`src/rtl/pkt_rx_pkg.sv`:
```
package pkt_rx_pkg;

  // Header kind field, taken from the two top header bits.
  typedef enum logic [1:0] {
    PK_VOID = 2'b00,
    PK_CTRL = 2'b01,
    PK_DATA = 2'b10,
    PK_RSVD = 2'b11
  } pk_kind_e;

  // Width of the kind field, which sits above the tag.
  localparam int unsigned KIND_W = 2;

endpackage

```
`src/rtl/pkt_rx_rst_sync.sv`:
```
module pkt_rx_rst_sync #(
  parameter int unsigned STAGES = 2
) (
  input  logic clk,
  input  logic rst_n,
  output logic run_n
);

  logic [STAGES-1:0] chain_q;
  logic [STAGES-1:0] chain_d;

  always_comb begin
    chain_d = {chain_q[STAGES-2:0], 1'b1};
  end

  always_ff @(posedge clk or negedge rst_n) begin
    if (!rst_n) begin
      chain_q <= '0;
    end else begin
      chain_q <= chain_d;
    end
  end

  assign run_n = chain_q[STAGES-1];

endmodule

```
`src/rtl/pkt_rx_decode.sv`:
```
module pkt_rx_decode
  import pkt_rx_pkg::*;
#(
  parameter int unsigned TAG_W  = 6,
  parameter int unsigned BODY_W = 24
) (
  input  logic                           in_valid,
  input  logic [KIND_W+TAG_W+BODY_W-1:0] in_pkt,
  output logic                           take,
  output logic                           is_data,
  output logic [TAG_W-1:0]               tag_eff,
  output logic [BODY_W-1:0]              body,
  output logic                           bad_hdr
);

  localparam int unsigned HDR_W = KIND_W + TAG_W;
  localparam int unsigned PKT_W = HDR_W + BODY_W;

  pk_kind_e           kind;
  logic [TAG_W-1:0]   low_bits;

  assign kind     = pk_kind_e'(in_pkt[PKT_W-1 -: KIND_W]);
  assign low_bits = in_pkt[PKT_W-KIND_W-1 -: TAG_W];
  assign body     = in_pkt[BODY_W-1:0];

  always_comb begin
    take    = 1'b0;
    is_data = 1'b0;
    tag_eff = '0;
    bad_hdr = 1'b0;
    if (in_valid) begin
      unique case (kind)
        PK_DATA: begin
          take    = 1'b1;
          is_data = 1'b1;
          tag_eff = low_bits;
        end
        PK_CTRL: begin
          take    = 1'b1;
          bad_hdr = (low_bits != '0);
        end
        PK_RSVD: begin
          bad_hdr = 1'b1;
        end
        default: begin
          // void: contents ignored
        end
      endcase
    end
  end

endmodule

```
`src/rtl/pkt_rx_deliver.sv`:
```
module pkt_rx_deliver #(
  parameter int unsigned TAG_W  = 6,
  parameter int unsigned BODY_W = 24
) (
  input  logic              clk,
  input  logic              run_n,
  input  logic              take,
  input  logic              is_data,
  input  logic [TAG_W-1:0]  tag_eff,
  input  logic [BODY_W-1:0] body,
  output logic              out_valid,
  output logic              out_is_data,
  output logic [TAG_W-1:0]  out_tag,
  output logic [BODY_W-1:0] out_body
);

  logic              vld_d;
  logic              kind_d;
  logic [TAG_W-1:0]  tag_d;
  logic [BODY_W-1:0] body_d;

  // Payload registers load only when a packet is taken.
  always_comb begin
    vld_d  = take;
    kind_d = out_is_data;
    tag_d  = out_tag;
    body_d = out_body;
    if (take) begin
      kind_d = is_data;
      tag_d  = tag_eff;
      body_d = body;
    end
  end

  always_ff @(posedge clk or negedge run_n) begin
    if (!run_n) begin
      out_valid   <= 1'b0;
      out_is_data <= 1'b0;
      out_tag     <= '0;
      out_body    <= '0;
    end else begin
      out_valid   <= vld_d;
      out_is_data <= kind_d;
      out_tag     <= tag_d;
      out_body    <= body_d;
    end
  end

endmodule

```
`src/rtl/pkt_rx_ack.sv`:
```
module pkt_rx_ack #(
  parameter int unsigned TAG_W = 6
) (
  input  logic             clk,
  input  logic             run_n,
  input  logic             take,
  input  logic [TAG_W-1:0] tag_eff,
  input  logic             bad_hdr,
  output logic             ack_valid,
  output logic [TAG_W:0]   ack_code,
  output logic             proto_err
);

  logic           ack_vld_d;
  logic [TAG_W:0] code_d;
  logic           err_d;

  always_comb begin
    ack_vld_d = take;
    err_d     = bad_hdr;
    code_d    = ack_code;
    if (take) begin
      code_d = {1'b1, tag_eff};
    end
  end

  always_ff @(posedge clk or negedge run_n) begin
    if (!run_n) begin
      ack_valid <= 1'b0;
      ack_code  <= '0;
      proto_err <= 1'b0;
    end else begin
      ack_valid <= ack_vld_d;
      ack_code  <= code_d;
      proto_err <= err_d;
    end
  end

endmodule

```
`src/rtl/pkt_ack_rx.sv`:
```
module pkt_ack_rx
  import pkt_rx_pkg::*;
#(
  parameter int unsigned TAG_W  = 6,
  parameter int unsigned BODY_W = 24
) (
  input  logic                           clk,
  input  logic                           rst_n,
  input  logic                           in_valid,
  input  logic [KIND_W+TAG_W+BODY_W-1:0] in_pkt,
  output logic                           out_valid,
  output logic                           out_is_data,
  output logic [TAG_W-1:0]               out_tag,
  output logic [BODY_W-1:0]              out_body,
  output logic                           ack_valid,
  output logic [TAG_W:0]                 ack_code,
  output logic                           proto_err
);

  logic              run_n;
  logic              take;
  logic              is_data;
  logic [TAG_W-1:0]  tag_eff;
  logic [BODY_W-1:0] body;
  logic              bad_hdr;

  pkt_rx_rst_sync #(.STAGES(2)) u_rst (
    .clk   (clk),
    .rst_n (rst_n),
    .run_n (run_n)
  );

  pkt_rx_decode #(.TAG_W(TAG_W), .BODY_W(BODY_W)) u_dec (
    .in_valid (in_valid),
    .in_pkt   (in_pkt),
    .take     (take),
    .is_data  (is_data),
    .tag_eff  (tag_eff),
    .body     (body),
    .bad_hdr  (bad_hdr)
  );

  pkt_rx_deliver #(.TAG_W(TAG_W), .BODY_W(BODY_W)) u_dlv (
    .clk         (clk),
    .run_n       (run_n),
    .take        (take),
    .is_data     (is_data),
    .tag_eff     (tag_eff),
    .body        (body),
    .out_valid   (out_valid),
    .out_is_data (out_is_data),
    .out_tag     (out_tag),
    .out_body    (out_body)
  );

  pkt_rx_ack #(.TAG_W(TAG_W)) u_ack (
    .clk       (clk),
    .run_n     (run_n),
    .take      (take),
    .tag_eff   (tag_eff),
    .bad_hdr   (bad_hdr),
    .ack_valid (ack_valid),
    .ack_code  (ack_code),
    .proto_err (proto_err)
  );

endmodule

```
`config.mk`:
```
export PLATFORM = sky130hd
export DESIGN_NAME = pkt_ack_rx
export DESIGN_NICKNAME = d
export VERILOG_FILES = /design/src/rtl/pkt_rx_pkg.sv /design/src/rtl/pkt_rx_rst_sync.sv /design/src/rtl/pkt_rx_decode.sv /design/src/rtl/pkt_rx_deliver.sv /design/src/rtl/pkt_rx_ack.sv /design/src/rtl/pkt_ack_rx.sv
export SDC_FILE = /design/constraint.sdc
export NUM_CORES = 1
export LEC_CHECK = 0
export BUFFER_PORTS_ARGS = -buffer_cell sky130_fd_sc_hd__buf_2
export CORE_MARGIN = 3
export CORE_UTILIZATION = 45
export DETAILED_ROUTE_END_ITERATION = 6
export PLACE_DENSITY = 0.76
export SLEW_MARGIN = 20
export SYNTH_ARGS = -nofsm -noshare
export SYNTH_HDL_FRONTEND = slang
export SYNTH_SLANG_ARGS = --single-unit
```
`constraint.sdc`:
```
create_clock -name clk -period 1.6 [get_ports clk]
set_clock_uncertainty 0.1 [all_clocks]
set_input_delay 0 -clock clk [delete_from_list [all_inputs] [get_ports clk]]
set_output_delay 0 -clock clk [all_outputs]
set_load 0.005 [all_outputs]
```
; Word level (Yosys, flattened, before mapping)
; Cells that the tools add are included.
[word_totals]
elab_cells = 20
ff_bits = 42
output_inout_bits = 41
input_bits = 35
[classes]
n_eq_ne = 3
n_mux = 8
n_reduce_logical = 2
[op_table]
columns = operator, n
row1 = 6-bit 2-to-1 mux, 2
row2 = 6-bit nonzero test, 1
row3 = 1-bit 2-to-1 mux, 5
row4 = 2-bit equality test (second input constant), 2
row5 = 2-bit by 1-bit equality test with 1-bit output (second input constant), 1
row6 = 1-bit one-hot mux with 2 select lines, 1
row7 = 2-bit OR reduction, 1

; Depth between registers and ports, before layout
[depth]
depth_word = 4
depth_mapped = 6
mapped_depth_nobuf = 4

; By module
; Synthesis repeated with hierarchy kept, for this count alone.
[unflattened]
hier_cells = 127
hier_area_um2 = 1874.3
[modules_own_cells]
columns = mod, instances, cells_per_inst, area_each_um2, seq_area_each_um2
row1 = pkt_rx_deliver, 1, 66, 1183.6, 800.8
row2 = pkt_rx_ack, 1, 17, 332.8, 225.2
row3 = pkt_rx_decode, 1, 41, 304.0, 0.0
row4 = pkt_rx_rst_sync, 1, 3, 53.8, 50.0

; Worst setup path after synthesis
; No wires, ideal clock.
[synth_path]
kind = input port to flip-flop
start = in in_pkt[30]
end = reg u_dlv.out_body[11]
n_path_buf = 2
cell_stages = 6
setup_ps = 125
path_slack_ps = 367
t_required_ps = 1375
arrival_ps = 1008
cell_sequence = inv_1 ha_1 nor2b_4 buf_6 buf_8 mux2_4
[synth_between]
elab_chain_len = 4
word_cells_on_any_way = 5
cone_classes = eq/ne: 2 / mux: 2 / reduce/logical: 1
[synth_lines]
columns = item, line_no
row1 = "start, declared", pkt_ack_rx.sv:10  ; input logic [KIND_W+TAG_W+BODY_W-1:0] in_pkt,
row2 = 2-bit equality test / 2-bit by 1-bit equality test with 1-bit output (equally long branches), pkt_rx_decode.sv:32  ; unique case (kind)
row3 = 2-bit OR reduction (no source line) (*), n/a
row4 = 1-bit 2-to-1 mux (*), pkt_rx_decode.sv:32
row5 = 1-bit 2-to-1 mux (*), pkt_rx_decode.sv:31  ; if (in_valid) begin
row6 = named net take, pkt_ack_rx.sv:21  ; logic take;
row7 = "end signal, assigned", pkt_rx_deliver.sv:45  ; out_body <= body_d;
row8 = "end, declared", pkt_rx_deliver.sv:14  ; output logic [BODY_W-1:0] out_body
; The timed path passes the listed nets; every way through them passes the cells marked *.
; A chain may end at the register's enable or synchronous reset.

; Worst setup path after layout
[layout_path]
start = in in_pkt[26]
end = reg u_ack.proto_err
[layout_between]
elab_chain_len = 3
[layout_lines]
columns = item, line_no
row1 = 6-bit nonzero test, pkt_rx_decode.sv:40  ; bad_hdr = (low_bits != '0);
row2 = 1-bit one-hot mux with 2 select lines, pkt_rx_decode.sv:32
row3 = 1-bit 2-to-1 mux, pkt_rx_decode.sv:31
row4 = named net bad_hdr, pkt_ack_rx.sv:25  ; logic bad_hdr;
row5 = "end signal, assigned", pkt_rx_ack.sv:35  ; proto_err <= err_d;
row6 = "end, declared", pkt_rx_ack.sv:11  ; output logic proto_err
; The timed path passes the listed nets, and every way through them passes these cells.

==> impl_metrics.py <==
metrics = {
    "critical_path": {
        "critical_path_depth": 5,
        "arrival_ns": 1.67,
        "worstSetupPathType": "primary input to register",
        "endpoint_kind": "register",
        "reg2reg_depth": 1,
        "r2r-start": "u_ack.ack_code[6]$_DFFE_PN0P_",
        "reg2reg_to": "u_ack.ack_code[6]$_DFFE_PN0P_",
        "cp.required_ns": 1.72,
        "startpoint_type": "primary input",
        "critPathMaxFanout": 2,
        "cp_slowest_stage_delay_ns": 0.57,
        "cp_slowest_cell": "dlygate4sd3_1",
        "reg2reg_slack_ns": 0.71,
        "cp_num_buf_inv": 3,
        "critical_path.top_delay_family": "buffers and inverters",
        "critPathMostFrequentCell": "dlygate4sd3_1",
        "path_cells": "dlygate4sd3_1 -> buf_2 -> nor4_1 -> a21oi_1 -> dlygate4sd3_1",
    },
    "power": {
        "power_frac_comb_pct": 25.8,
        "ir_drop_uv": 542,
        "clkPwrFrac_pct": 26.4,
        "leakagePower_nw": 1.23,
        "power.switching_w": 0.000603,
        "switching_share_pct": 25.3,
        "p_seq_share_pct": 47.8,
        "cellPowerDensity_mw_per_mm2": 1000,
        "cell_internal_pwr_w": 0.00178,
        "finalPower_w": 0.00238,
    },
    "floorplan": {
        "start_util_pct": 49.3,
        "ioPinCount": 76,
        "fp.dieW_um": 65.2,
        "core_sq_mm": 0.00320,
        "die_area_sq_mm": 0.00426,
        "rows": 20,
        "die-height_um": 65.2,
    },
    "timing": {
        "finalHoldViolCount": 0,
        "slew_viol_final": 0,
        "setup_slack_ns": 0.0553,
        "rsz0062_at_grt": "false",
        "fmax_ghz": 0.647,
        "finalCritPeriodShare_pct": 96.5,
        "fin_setup_tns_ns": 0,
        "setup_violations": 0,
        "period_minus_slack_ns": 1.54,
    },
    "placed_design": {
        "post-place-ws_ns": 0.0911,
        "detailed_place_hpwl_um": 2440,
        "dp_cells": 214,
        "gp_congestion": 0.778,
        "io_buffers": 75,
    },
    "grt": {
        "grt_usage_pct": 19.3,
        "grt_first_pass_wirelength_um": 6120,
        "overflow": 0,
        "antenna_found_initial": 0,
        "grt_max_degree": 35,
        "grt_pass1_vias": 1271,
    },
    "routing": {
        "wirelength_um": 3730,
        "ant_nets": 0,
        "vias": 1159,
        "wl_per_cell_um": 14.6,
        "drt_iter0_drc": 32,
        "drt_first_pass_iters": 4,
        "vias_per_cell": 4.53,
        "drcViolationCount": 0,
    },
    "cts": {
        "path_clk_slew_ns": 0.11,
        "cts_tree": "done",
        "clock-sinks": 36,
        "clockBufferDepth": 2,
        "numCtsBuffers": 5,
        "postCtsSetupRepairBufs": 0,
        "clock_latency_ns": 0.33,
        "cts_root_buf": "clkbuf_4",
        "htree_num_levels": 2,
        "cts_resized": 0,
        "holdBufCountCts": 34,
    },
    "synthesis": {
        "synth_edf_count": 0,
        "synth_cell_types": 18,
        "synthTopCellsByCount": "dfrtp_1 (36), mux2_4 (22), inv_1 (8)",
        "yosys-top-cells-area": "dfrtp_1 (57%), mux2_4 (21%), mux2i_1 (3.8%), buf_4 (3.3%), buf_12 (2.5%)",
        "syn_area_sq_mm": 0.00158,
        "synthCells": 102,
        "ys.flop_type": "dfrtp_1",
        "synthArstFlopShare_pct": 100,
        "syn-mean-instance-area_sq_um": 15.5,
        "synth_fp_nets": 140,
        "yosysMostFrequentCell": "dfrtp_1",
        "yosys.area.top_type_share_pct": 57.1,
        "post-synth-top-area-cell": "dfrtp_1",
        "ys_ff_latch": 36,
        "seq_area_frac_synth_pct": 57.1,
        "ys_warn_count": 0,
    },
    "cells_and_area": {
        "regArea_sq_um": 901,
        "final_util_pct": 74.3,
        "diodes": 0,
        "nets": 249,
        "area_growth_pct": 50.6,
        "drive_gt1_share_pct": 53.8,
        "num-fill-cells": 231,
        "finalNonFillerCells": 256,
        "multi_input_comb_area_sq_um": 529,
    },
    "hold_path": {
        "min_to": "u_ack.ack_valid$_DFF_PN0_",
        "min_from": "in_pkt[31]",
        "whs_path_depth": 4,
        "min_path_type": "primary input to register",
    },
    "run": {
        "maxCapViolCount": 0,
    },
    "outcome": {
        "status": "complete, no violations",
    },
}
routing by layer:
metal / part of all wire [%] / GRT usage, %
met5: 0 / 0
met2: 53 / 34.5
met3: 6.0 / 4.62
met4: 2.7 / 10.1
met1: 38 / 20.9
worst max path at each step:
stage	startpoint	end	slack [ns]
floorplan	in_pkt[30]	u_dlv.out_body[11]$_DFFE_PN0P_	0.37
finish	in_pkt[26]	u_ack.proto_err$_DFF_PN0_	0.06
global placement	in_pkt[30]	u_dlv.out_body[8]$_DFFE_PN0P_	0.15
detailed placement	in_pkt[30]	u_dlv.out_body[23]$_DFFE_PN0P_	0.09
CTS	in_pkt[26]	u_ack.proto_err$_DFF_PN0_	0.16
global route	in_pkt[26]	u_ack.proto_err$_DFF_PN0_	0.0001
power by group through the flow:
| stage | Sequential (W) | Combinational, W | Clock (W) |
|---|---|---|---|
| after floorplan | 0.00117 | 0.000299 | 0 |
| after global placement | 0.00114 | 0.000535 | 0 |
| after detailed placement | 0.00116 | 0.000551 | 0 |
| after CTS | 0.00114 | 0.000617 | 0.000650 |
| after global routing | 0.00116 | 0.000664 | 0.000702 |
| final | 0.00114 | 0.000614 | 0.000628 |
stage by stage:
| stage | area (sq um) | hold slack (ns) |
|---|---|---|
| 2_1_floorplan | 1580 | -0.396 |
| 3_3_place_gp | 1960 | -0.315 |
| 3_5_place_dp | 1960 | -0.313 |
| 4_1_cts | 2380 | 0.0752 |
| 5_1_grt | 2380 | 0.0828 |
| 6_report | 2380 | 0.0921 |
sequential cells by signal, indices dropped and copies added, names as in the netlist:
register / cells
u_dlv.out_body: 24
u_dlv.out_is_data: 1
u_ack.ack_valid: 1
u_ack.ack_code: 7
u_rst.chain_q: 2
u_ack.proto_err: 1
layout make-up:
type / count / area share [%]
sequential: 36 / 37.9
timing repair buffer: 113 / 32.9
multi-input combinational: 47 / 22.3
tap: 44 / 2.31
clock inverter: 3 / 1.79
clock buffer: 5 / 1.58
inverter: 8 / 1.26
logic make-up (layout without fill, tap and decap cells):
group	Yosys count	in the layout	share of synthesized area [%]
fa+ha+maj	3	3	2.38
other cells	1	1	0.237
compound gates	2	2	0.633
buf+inv	19	129	9.43
flops	36	36	57.1
mux	31	31	26.9
simple gates	10	10	3.41
cell usage in the layout, fill, tap and decap left out, drive strengths merged:
cell type    synthesis  layout
buf                 11      79
dfrtp               36      36
dlygate4sd3          0      34
mux2                25      25
inv                  8       8
nand2                6       6
mux2i                6       6
clkbuf               0       5
ha                   3       3
nor4                 1       1
nor3                 1       1
o21ai                1       1
a21oi                1       1
nor2b                1       1
or2                  1       1
clkinvlp             0       1
clkinv               0       1
bufinv               0       1
conb                 1       1
(Power assumes the default switching activity.)
